[src/rtl/dcu_pkg.sv]
`timescale 1ns/1ps
package dcu_pkg;
  typedef enum logic [1:0] {
    COND_NEVER    = 2'd0,
    COND_IF_TRUE  = 2'd1,
    COND_IF_FALSE = 2'd2,
    COND_ALWAYS   = 2'd3
  } cond_mode_e;

  // Condition slots; the mode field of slot k sits at bits 2k+1:2k
  localparam int unsigned SLOT_WAIT = 0;
  localparam int unsigned SLOT_BR   = 1;
  localparam int unsigned SLOT_INT  = 2;
  localparam int unsigned NUM_SLOTS = 3;
  localparam int unsigned MODE_W    = 2;

  function automatic logic resolve_mode(cond_mode_e mode, logic hit);
    unique case (mode)
      COND_NEVER:    return 1'b0;
      COND_IF_TRUE:  return hit;
      COND_IF_FALSE: return ~hit;
      default:       return 1'b1;
    endcase
  endfunction
endpackage

[src/rtl/dcu_cond_eval.sv]
`timescale 1ns/1ps
module dcu_cond_eval
  import dcu_pkg::*;
#(
  parameter int unsigned STAT_W   = 8,
  parameter int unsigned SEL_W    = 32,
  parameter int unsigned CMP_W    = 4,
  parameter int unsigned MASK_LSB = 16
) (
  input  cond_mode_e        mode_i,
  input  logic [STAT_W-1:0] status_i,
  input  logic [SEL_W-1:0]  sel_i,
  output logic              hit_o,
  output logic              fire_o
);
  logic [CMP_W-1:0] cmp_mask, cmp_val, diff;

  always_comb begin
    cmp_mask = sel_i[MASK_LSB +: CMP_W];
    cmp_val  = sel_i[CMP_W-1:0];
    diff     = (status_i[CMP_W-1:0] ^ cmp_val) & cmp_mask;
    hit_o    = (diff == '0);
    fire_o   = resolve_mode(mode_i, hit_o);
  end
endmodule

[src/rtl/dcu_ptr_reg.sv]
`timescale 1ns/1ps
module dcu_ptr_reg #(
  parameter int unsigned PTR_W      = 32,
  parameter int unsigned DESC_BYTES = 16
) (
  input  logic             clk_i,
  input  logic             rst_ni,
  input  logic             load_i,
  input  logic [PTR_W-1:0] load_val_i,
  input  logic             commit_i,
  input  logic             take_i,
  input  logic [PTR_W-1:0] target_i,
  output logic [PTR_W-1:0] ptr_o,
  output logic             bt_o
);
  localparam int unsigned ALIGN_W = $clog2(DESC_BYTES);
  localparam logic [PTR_W-1:0] STEP = PTR_W'(DESC_BYTES);

  logic [PTR_W-1:0] ptr_q;
  logic             bt_q;

  always_ff @(posedge clk_i or negedge rst_ni) begin
    if (!rst_ni) begin
      ptr_q <= '0;
      bt_q  <= 1'b0;
    end else if (load_i) begin
      ptr_q <= {load_val_i[PTR_W-1:ALIGN_W], {ALIGN_W{1'b0}}};
      bt_q  <= 1'b0;
    end else if (commit_i) begin
      if (take_i) begin
        ptr_q <= target_i;
        bt_q  <= 1'b1;
      end else begin
        ptr_q <= ptr_q + STEP;
        bt_q  <= 1'b0;
      end
    end
  end

  assign ptr_o = ptr_q;
  assign bt_o  = bt_q;
endmodule

[src/rtl/desc_cond_unit.sv]
`timescale 1ns/1ps
module desc_cond_unit
  import dcu_pkg::*;
#(
  parameter int unsigned PTR_W      = 32,
  parameter int unsigned CMD_W      = 16,
  parameter int unsigned STAT_W     = 8,
  parameter int unsigned SEL_W      = 32,
  parameter int unsigned CMP_W      = 4,
  parameter int unsigned MASK_LSB   = 16,
  parameter int unsigned DESC_BYTES = 16
) (
  input  logic              clk_i,
  input  logic              rst_ni,
  input  logic [CMD_W-1:0]  cmd_word_i,
  input  logic [STAT_W-1:0] dev_status_i,
  input  logic [SEL_W-1:0]  int_sel_i,
  input  logic [SEL_W-1:0]  br_sel_i,
  input  logic [SEL_W-1:0]  wait_sel_i,
  input  logic [PTR_W-1:0]  cmd_dep_i,
  input  logic              commit_i,
  input  logic              ptr_load_i,
  input  logic [PTR_W-1:0]  ptr_load_val_i,
  output logic              wait_o,
  output logic              irq_o,
  output logic [PTR_W-1:0]  cmd_ptr_o,
  output logic              br_taken_o
);
  logic [NUM_SLOTS-1:0][SEL_W-1:0] sel_arr;
  logic [NUM_SLOTS-1:0]            hit, fire;
  logic                            commit_eff;

  assign sel_arr[SLOT_WAIT] = wait_sel_i;
  assign sel_arr[SLOT_BR]   = br_sel_i;
  assign sel_arr[SLOT_INT]  = int_sel_i;

  for (genvar k = 0; k < NUM_SLOTS; k++) begin : g_slot
    dcu_cond_eval #(
      .STAT_W  (STAT_W),
      .SEL_W   (SEL_W),
      .CMP_W   (CMP_W),
      .MASK_LSB(MASK_LSB)
    ) u_eval (
      .mode_i  (cond_mode_e'(cmd_word_i[MODE_W*k +: MODE_W])),
      .status_i(dev_status_i),
      .sel_i   (sel_arr[k]),
      .hit_o   (hit[k]),
      .fire_o  (fire[k])
    );
  end

  // a waiting descriptor does not retire
  assign commit_eff = commit_i & ~fire[SLOT_WAIT];
  assign wait_o     = fire[SLOT_WAIT];
  assign irq_o      = commit_eff & fire[SLOT_INT];

  dcu_ptr_reg #(
    .PTR_W     (PTR_W),
    .DESC_BYTES(DESC_BYTES)
  ) u_ptr (
    .clk_i     (clk_i),
    .rst_ni    (rst_ni),
    .load_i    (ptr_load_i),
    .load_val_i(ptr_load_val_i),
    .commit_i  (commit_eff),
    .take_i    (fire[SLOT_BR]),
    .target_i  (cmd_dep_i),
    .ptr_o     (cmd_ptr_o),
    .bt_o      (br_taken_o)
  );

  logic unused_hit;
  assign unused_hit = ^hit;
endmodule

[config.mk]
export PLATFORM = sky130hd
export DESIGN_NAME = desc_cond_unit
export DESIGN_NICKNAME = d
export VERILOG_FILES = /design/src/rtl/dcu_pkg.sv /design/src/rtl/dcu_cond_eval.sv /design/src/rtl/dcu_ptr_reg.sv /design/src/rtl/desc_cond_unit.sv
export SDC_FILE = /design/constraint.sdc
export NUM_CORES = 1
export LEC_CHECK = 0
export ABC_CLOCK_PERIOD_IN_PS = 7800
export BUFFER_PORTS_ARGS = -buffer_cell sky130_fd_sc_hd__buf_2
export CORE_AREA = 2 2 87 89
export CTS_CLUSTER_DIAMETER = 200
export DETAILED_ROUTE_END_ITERATION = 7
export DIE_AREA = 0 0 89 91
export PLACE_DENSITY = 0.77
export SKIP_CTS_REPAIR_TIMING = 1
export SYNTH_ARGS = -nofsm -noshare
export SYNTH_HDL_FRONTEND = slang
export SYNTH_SLANG_ARGS = --single-unit
[constraint.sdc]
create_clock -name clk_i -period 7.8 [get_ports clk_i]
set_clock_uncertainty 0.15 [all_clocks]
set_input_delay 2.34 -clock clk_i [delete_from_list [all_inputs] [get_ports clk_i]]
set_output_delay 2.34 -clock clk_i [all_outputs]
set_load 0.01 [all_outputs]
==> After elaboration in Yosys (flattened, before gate mapping) <==
Index checks and enable logic that the tools add are counted.
{ "totals": {"register_bits": 33, "input_bits": 188, "out_inout_bits": 35, "word_cells": 37} }
{ "classes": {"addsub": 1, "eq_ne": 6, "muxes": 9, "bitwise_logic": 12, "reduce_logical": 7} }
{ "op_table": {"columns": ["cell", "count"], "rows": [
  ["$mux W32", 3],
  ["$add A32 B5 Y32 const B", 1],
  ["$and A4 B4 Y4", 3],
  ["$logic_not A4 Y1", 3],
  ["$xor A4 B4 Y4", 3],
  ["$pmux W1 S3", 3],
  ["$eq A2 B1 Y1 const B", 3],
  ["$eq A2 B2 Y1 const B", 3],
  ["$logic_not A2 Y1", 3],
  ["$not A1 Y1", 4],
  ["$mux W1", 3],
  ["$and A1 B1 Y1", 2],
  ["$reduce_bool A2 Y1", 1]
]} }

==> Depth between registers and ports, before layout <==
{ "logic_depth": {"word_depth": 9, "mapped_depth": 8, "mapped_depth_nobuf": 7} }

==> Modules after synthesis <==
From an unflattened synthesis, not the netlist that was laid out.
{ "hier_totals": {"hier_cells": 314, "area_unflattened_um2": 2580.0} }
{ "modules_own_cells": {"columns": ["module", "n_inst", "cells_each", "area_per_inst_um2", "seq_area_each_um2"], "rows": [
  ["dcu_ptr_reg", 1, 291, 2321.0, 825.8],
  ["dcu_cond_eval", 3, 7, 81.3, 0.0],
  ["desc_cond_unit", 1, 2, 15.0, 0.0]
]} }

==> Worst setup path before layout <==
Ideal clock, no wire load.
{ "synth_path": {"path_kind": "in2out", "start": "input port wait_sel_i[2]", "end": "output port irq_o", "arrival_time_ns": 3.357, "path_slack_ns": 1.953, "stages": 5, "path_buffers": 0, "cell_sequence": "xor2_1 -> a22oi_1 -> a211oi_1 -> nor2_1 -> nor2_1"} }
{ "synth_via": {"elab_chain_cells": 8} }
{ "synth_lines": {"columns": ["item", "line_no", "source"], "rows": [
  ["start: declaration", "desc_cond_unit.sv:19", "input logic [SEL_W-1:0] wait_sel_i,"],
  ["$xor A4 B4 Y4 (*)", "dcu_cond_eval.sv:21", "diff = (status_i[CMP_W-1:0] ^ cmp_val) & cmp_mask;"],
  ["$and A4 B4 Y4 (*)", "dcu_cond_eval.sv:21", null],
  ["$logic_not A4 Y1 (*)", "dcu_cond_eval.sv:22", "hit_o = (diff == '0);"],
  ["$not A1 Y1", "dcu_pkg.sv:21", "COND_IF_FALSE: return ~hit;"],
  ["$pmux W1 S3 (*)", "dcu_pkg.sv:18", "unique case (mode)"],
  ["$not A1 Y1 (*)", "desc_cond_unit.sv:53", "assign commit_eff = commit_i & ~fire[SLOT_WAIT];"],
  ["$and A1 B1 Y1 (*)", "desc_cond_unit.sv:53", null],
  ["$and A1 B1 Y1 (*)", "desc_cond_unit.sv:55", "assign irq_o = commit_eff & fire[SLOT_INT];"],
  ["end: declaration", "desc_cond_unit.sv:25", "output logic irq_o,"]
]} }
Mark *: on every way between the ends. The rest lies on a longest branch, timed or not.

==> Worst setup path after layout <==
{ "layout_path": {"start": "input port dev_status_i[3]", "end": "output port irq_o"} }
{ "layout_via": {"elab_chain_cells": 8, "word_cells_on_any_way": 13, "classes_between": "mux: 2; bitwise: 9; reduce/logical: 2"} }
{ "layout_lines": {"columns": ["item", "line_no", "source"], "rows": [
  ["start: declaration", "desc_cond_unit.sv:16", "input logic [STAT_W-1:0] dev_status_i,"],
  ["$xor A4 B4 Y4", "dcu_cond_eval.sv:21", null],
  ["$and A4 B4 Y4", "dcu_cond_eval.sv:21", null],
  ["$logic_not A4 Y1", "dcu_cond_eval.sv:22", null],
  ["$not A1 Y1", "dcu_pkg.sv:21", null],
  ["$pmux W1 S3", "dcu_pkg.sv:18", null],
  ["$not A1 Y1", "desc_cond_unit.sv:53", null],
  ["$and A1 B1 Y1", "desc_cond_unit.sv:53", null],
  ["$and A1 B1 Y1 (*)", "desc_cond_unit.sv:55", null]
]} }
Marked as above.

==> flow_summary.toml <==
[outcome]
run_status = "finished clean"

[setup_path]
critical_path_arrival_ns = 3.98
timing.critical_path.cells = "buf_2 > xor2_1 > a22oi_1 > a211oi_1 > nor2_1 > nor2_1 > buf_2"
cp_data_required_time_ns = 5.31
worst_path_largest_cell_delay_ns = 0.45
classification_of_the_worst_setup_path = "in -> out"
cpLargestDelayFamily = "compound AO/OA/AOI/OAI gates"
crit_slowest_cell = "nor2_1"
element_type_at_the_critical_path_end = "output pin"
crit_fanout = 6
worst-path-buf-inv = 2
startpoint_kind_of_the_worst_setup_timing_path = "input port"

[yosys]
synth_cells = 327
synth_most_common_cell = "nand2_1"
synth.net_count = 516
area_share_of_the_leading_cell_type_in_the_synthesized_netlist = 0.316
ys_seq_area_frac = 0.316
synth.lib_cells_used.distinct = 48
synthesis.area_per_instance_um2 = 7.99
number_of_synthesized_flops_with_an_enable_pin = 0
netlist_area_mm2 = 0.00261
async_reset_ff_frac = 1.00
yosysWarningCount = 0
synth-seq-cells = 33
synth_largest_area_cell = "dfrtp_1"
synth.top_cells.by_area = "dfrtp_1 (32%), nand2_1 (5.3%), o21ai_0 (4.8%), a21oi_1 (4.4%), xor2_1 (4.4%)"
ys.flop_type = "dfrtp_1"
synth_common_cells = "nand2_1 (37), dfrtp_1 (33), o21ai_0 (25)"

[timing]
finalSetupViolations = 0
rsz0062_at_grt = "false"
post-route-period-util = 0.829
timing_hold_violations_final = 0
slew_viol_final = 0
setup_tns_ns = 0
timing_worst_slew_pin_value_ns = 1.17
timing.final.crit_period_ns = 6.47
relSlewSlack = 0.216
timing.fmax_mhz = 155

[floorplanning]
core.rowCount = 31
die-area_mm2 = 0.00810
pin_count = 223
core_mm2 = 0.00714
die_width_um = 89
die_h_um = 91
initial_utilization = 0.366

[detailed_routing]
vias = 3241
postRouteAntennaNets = 0
drt-wirelength-per-cell_um = 17.7
drc = 0
route.final.wire_length_um = 9750
detailedRoute.firstPassIterationCount = 4
vias_per_cell = 5.88
drt_iter0_drc = 267

[cts]
max-clock-path-buffers = 2
cts-buffers-inserted = 5
root_buffer = "clkbuf_8"
ctsHtreeMaxLevel = 2
cts_sink_count = 33
cts_tree = "done"
clock_slew_at_reported_path_ffs_ns = 0.07
worst_skew_pair.late_latency_ns = 0.30

[final_layout]
final_area_mm2 = 0.00345
proportion_of_layout_cells_with_a_drive_suffix_above_1 = 0.333
num-nets-final = 639
syn2layout_area_growth_pct = 32.1

[placement]
rd_place_congestion = 0.907
placement.cell_area_mm2 = 0.00335
dp_hpwl_um = 7240
placement.io_buffers = 132

[grt]
grt_overflow_total = 0
number_of_antenna_violations_at_the_first_check_in_global_routing = 1
gr-usage-all-layers = 0.238
grt_pass1_vias = 3072
wire_length_of_the_first_global_routing_pass_um = 15200
maximum_number_of_pins_on_one_net_before_global_route_repair = 41

[hold_path]
worstHoldPathType = "reg -> reg"

[power]
cellLeakagePower_nw = 1.60
report.power.total_mw = 0.582
power-per-cell-area_mw_per_mm2 = 169
irDropWorstVdd_mv = 0.0653

[job]
drv_cap = 0
==> metrics by stage <==
step / hold WS, ns / utilization / cells / worst slack [ns]
after detailed placement: 0.324 / 0.469 / 542 / 1.34
after floorplan: 0.366 / - / 327 / 1.95
final: 0.334 / 0.484 / 551 / 1.33
after global routing: 0.354 / 0.483 / 550 / 1.17
after CTS: 0.339 / 0.483 / 550 / 1.34
after global placement: 0.313 / 0.469 / 542 / 1.40
==> final timing paths <==
path | slack, ns | from | depth (start not counted) | end
worst max-delay path | 1.33 | dev_status_i[3] | 7 | irq_o
worst min-delay path | 0.33 | u_ptr.bt_o$_DFFE_PN0P_ | 2 | u_ptr.bt_o$_DFFE_PN0P_
worst max register to register | 5.28 | u_ptr.ptr_o[9]$_DFFE_PN0P_ | 6 | u_ptr.ptr_o[28]$_DFFE_PN0P_
worst min register to register | 0.33 | u_ptr.bt_o$_DFFE_PN0P_ | 2 | u_ptr.bt_o$_DFFE_PN0P_
max in group asynchronous | 5.02 | rst_ni | 1 | u_ptr.ptr_o[31]$_DFFE_PN0P_
min in group asynchronous | 1.97 | rst_ni | 1 | u_ptr.ptr_o[20]$_DFFE_PN0P_
==> placed cells by master (no fill, tap or decap), drive strengths merged, types with 2 or more instances in the layout <==
cell type / Yosys / final
clkbuf: 13 / 7
o211ai: 14 / 14
o22ai: 5 / 5
or4: 6 / 6
a21oi: 23 / 23
a21o: 6 / 6
nand3: 21 / 21
nand2: 37 / 37
buf: 6 / 135
a211oi: 2 / 2
o221ai: 4 / 4
a311o: 2 / 2
and3: 7 / 7
a22o: 4 / 4
o21ai: 27 / 27
nor4: 5 / 5
a32o: 5 / 5
mux2i: 10 / 10
and4: 4 / 4
a221o: 5 / 5
nand4: 9 / 9
inv: 15 / 15
xor2: 13 / 13
o31ai: 2 / 2
nor4b: 3 / 3
nand4b: 2 / 2
nor2: 13 / 13
a221oi: 2 / 2
nor3: 11 / 11
a22oi: 6 / 6
dfrtp: 33 / 33
==> sequential cells by signal (all words and copies together), names as in the netlist <==
name and cells:
u_ptr.ptr_o 32, u_ptr.bt_o 1
==> power breakdown <==
part / leakage [nW] / total [mW] / internal [mW] / switching, mW
logic: 1.14 / 0.201 / 0.0849 / 0.116
registers: 0.402 / 0.232 / 0.196 / 0.0363
clock network: 0.0542 / 0.149 / 0.0799 / 0.0694
==> cell families after synthesis <==
kind of cell | share of synthesized area
AND/OR/NAND/NOR | 0.242
XOR/XNOR | 0.0436
buffers and inverters | 0.0512
multiplexers | 0.0426
flip-flops | 0.316
adder cells (fa/ha/maj) | 0.00479
AO/OA/AOI/OAI | 0.300
==> metal layers <==
layer  up-vias  share of wire  global-route usage
met2       192           0.45               0.385
met1      1522           0.42               0.318
li1       1516              -                   -
met5         -              0                   0
met4         0         0.0071              0.0398
met3        11           0.12              0.0718
==> layout make-up <==
type / instances / area (um2)
fillers: 747 / 3680
multi-input cells: 260 / 1660
flip-flops and latches: 33 / 826
repair buffers: 135 / 683
well taps: 99 / 124
clock buffers: 7 / 96.3
inverters: 15 / 56.3
clock inverters: 1 / 5.00
diodes: 1 / 2.50
==> worst min-delay path, delay by kind of cell, from the launching register on <==
kind | cells | cell delay (ns)
AOI/OAI and AO/OA | 1 | 0.06
DFF | 1 | 0.35
and+or+nand+nor | 1 | 0.05
No activity file was read; power rests on OpenSTA's default activity.
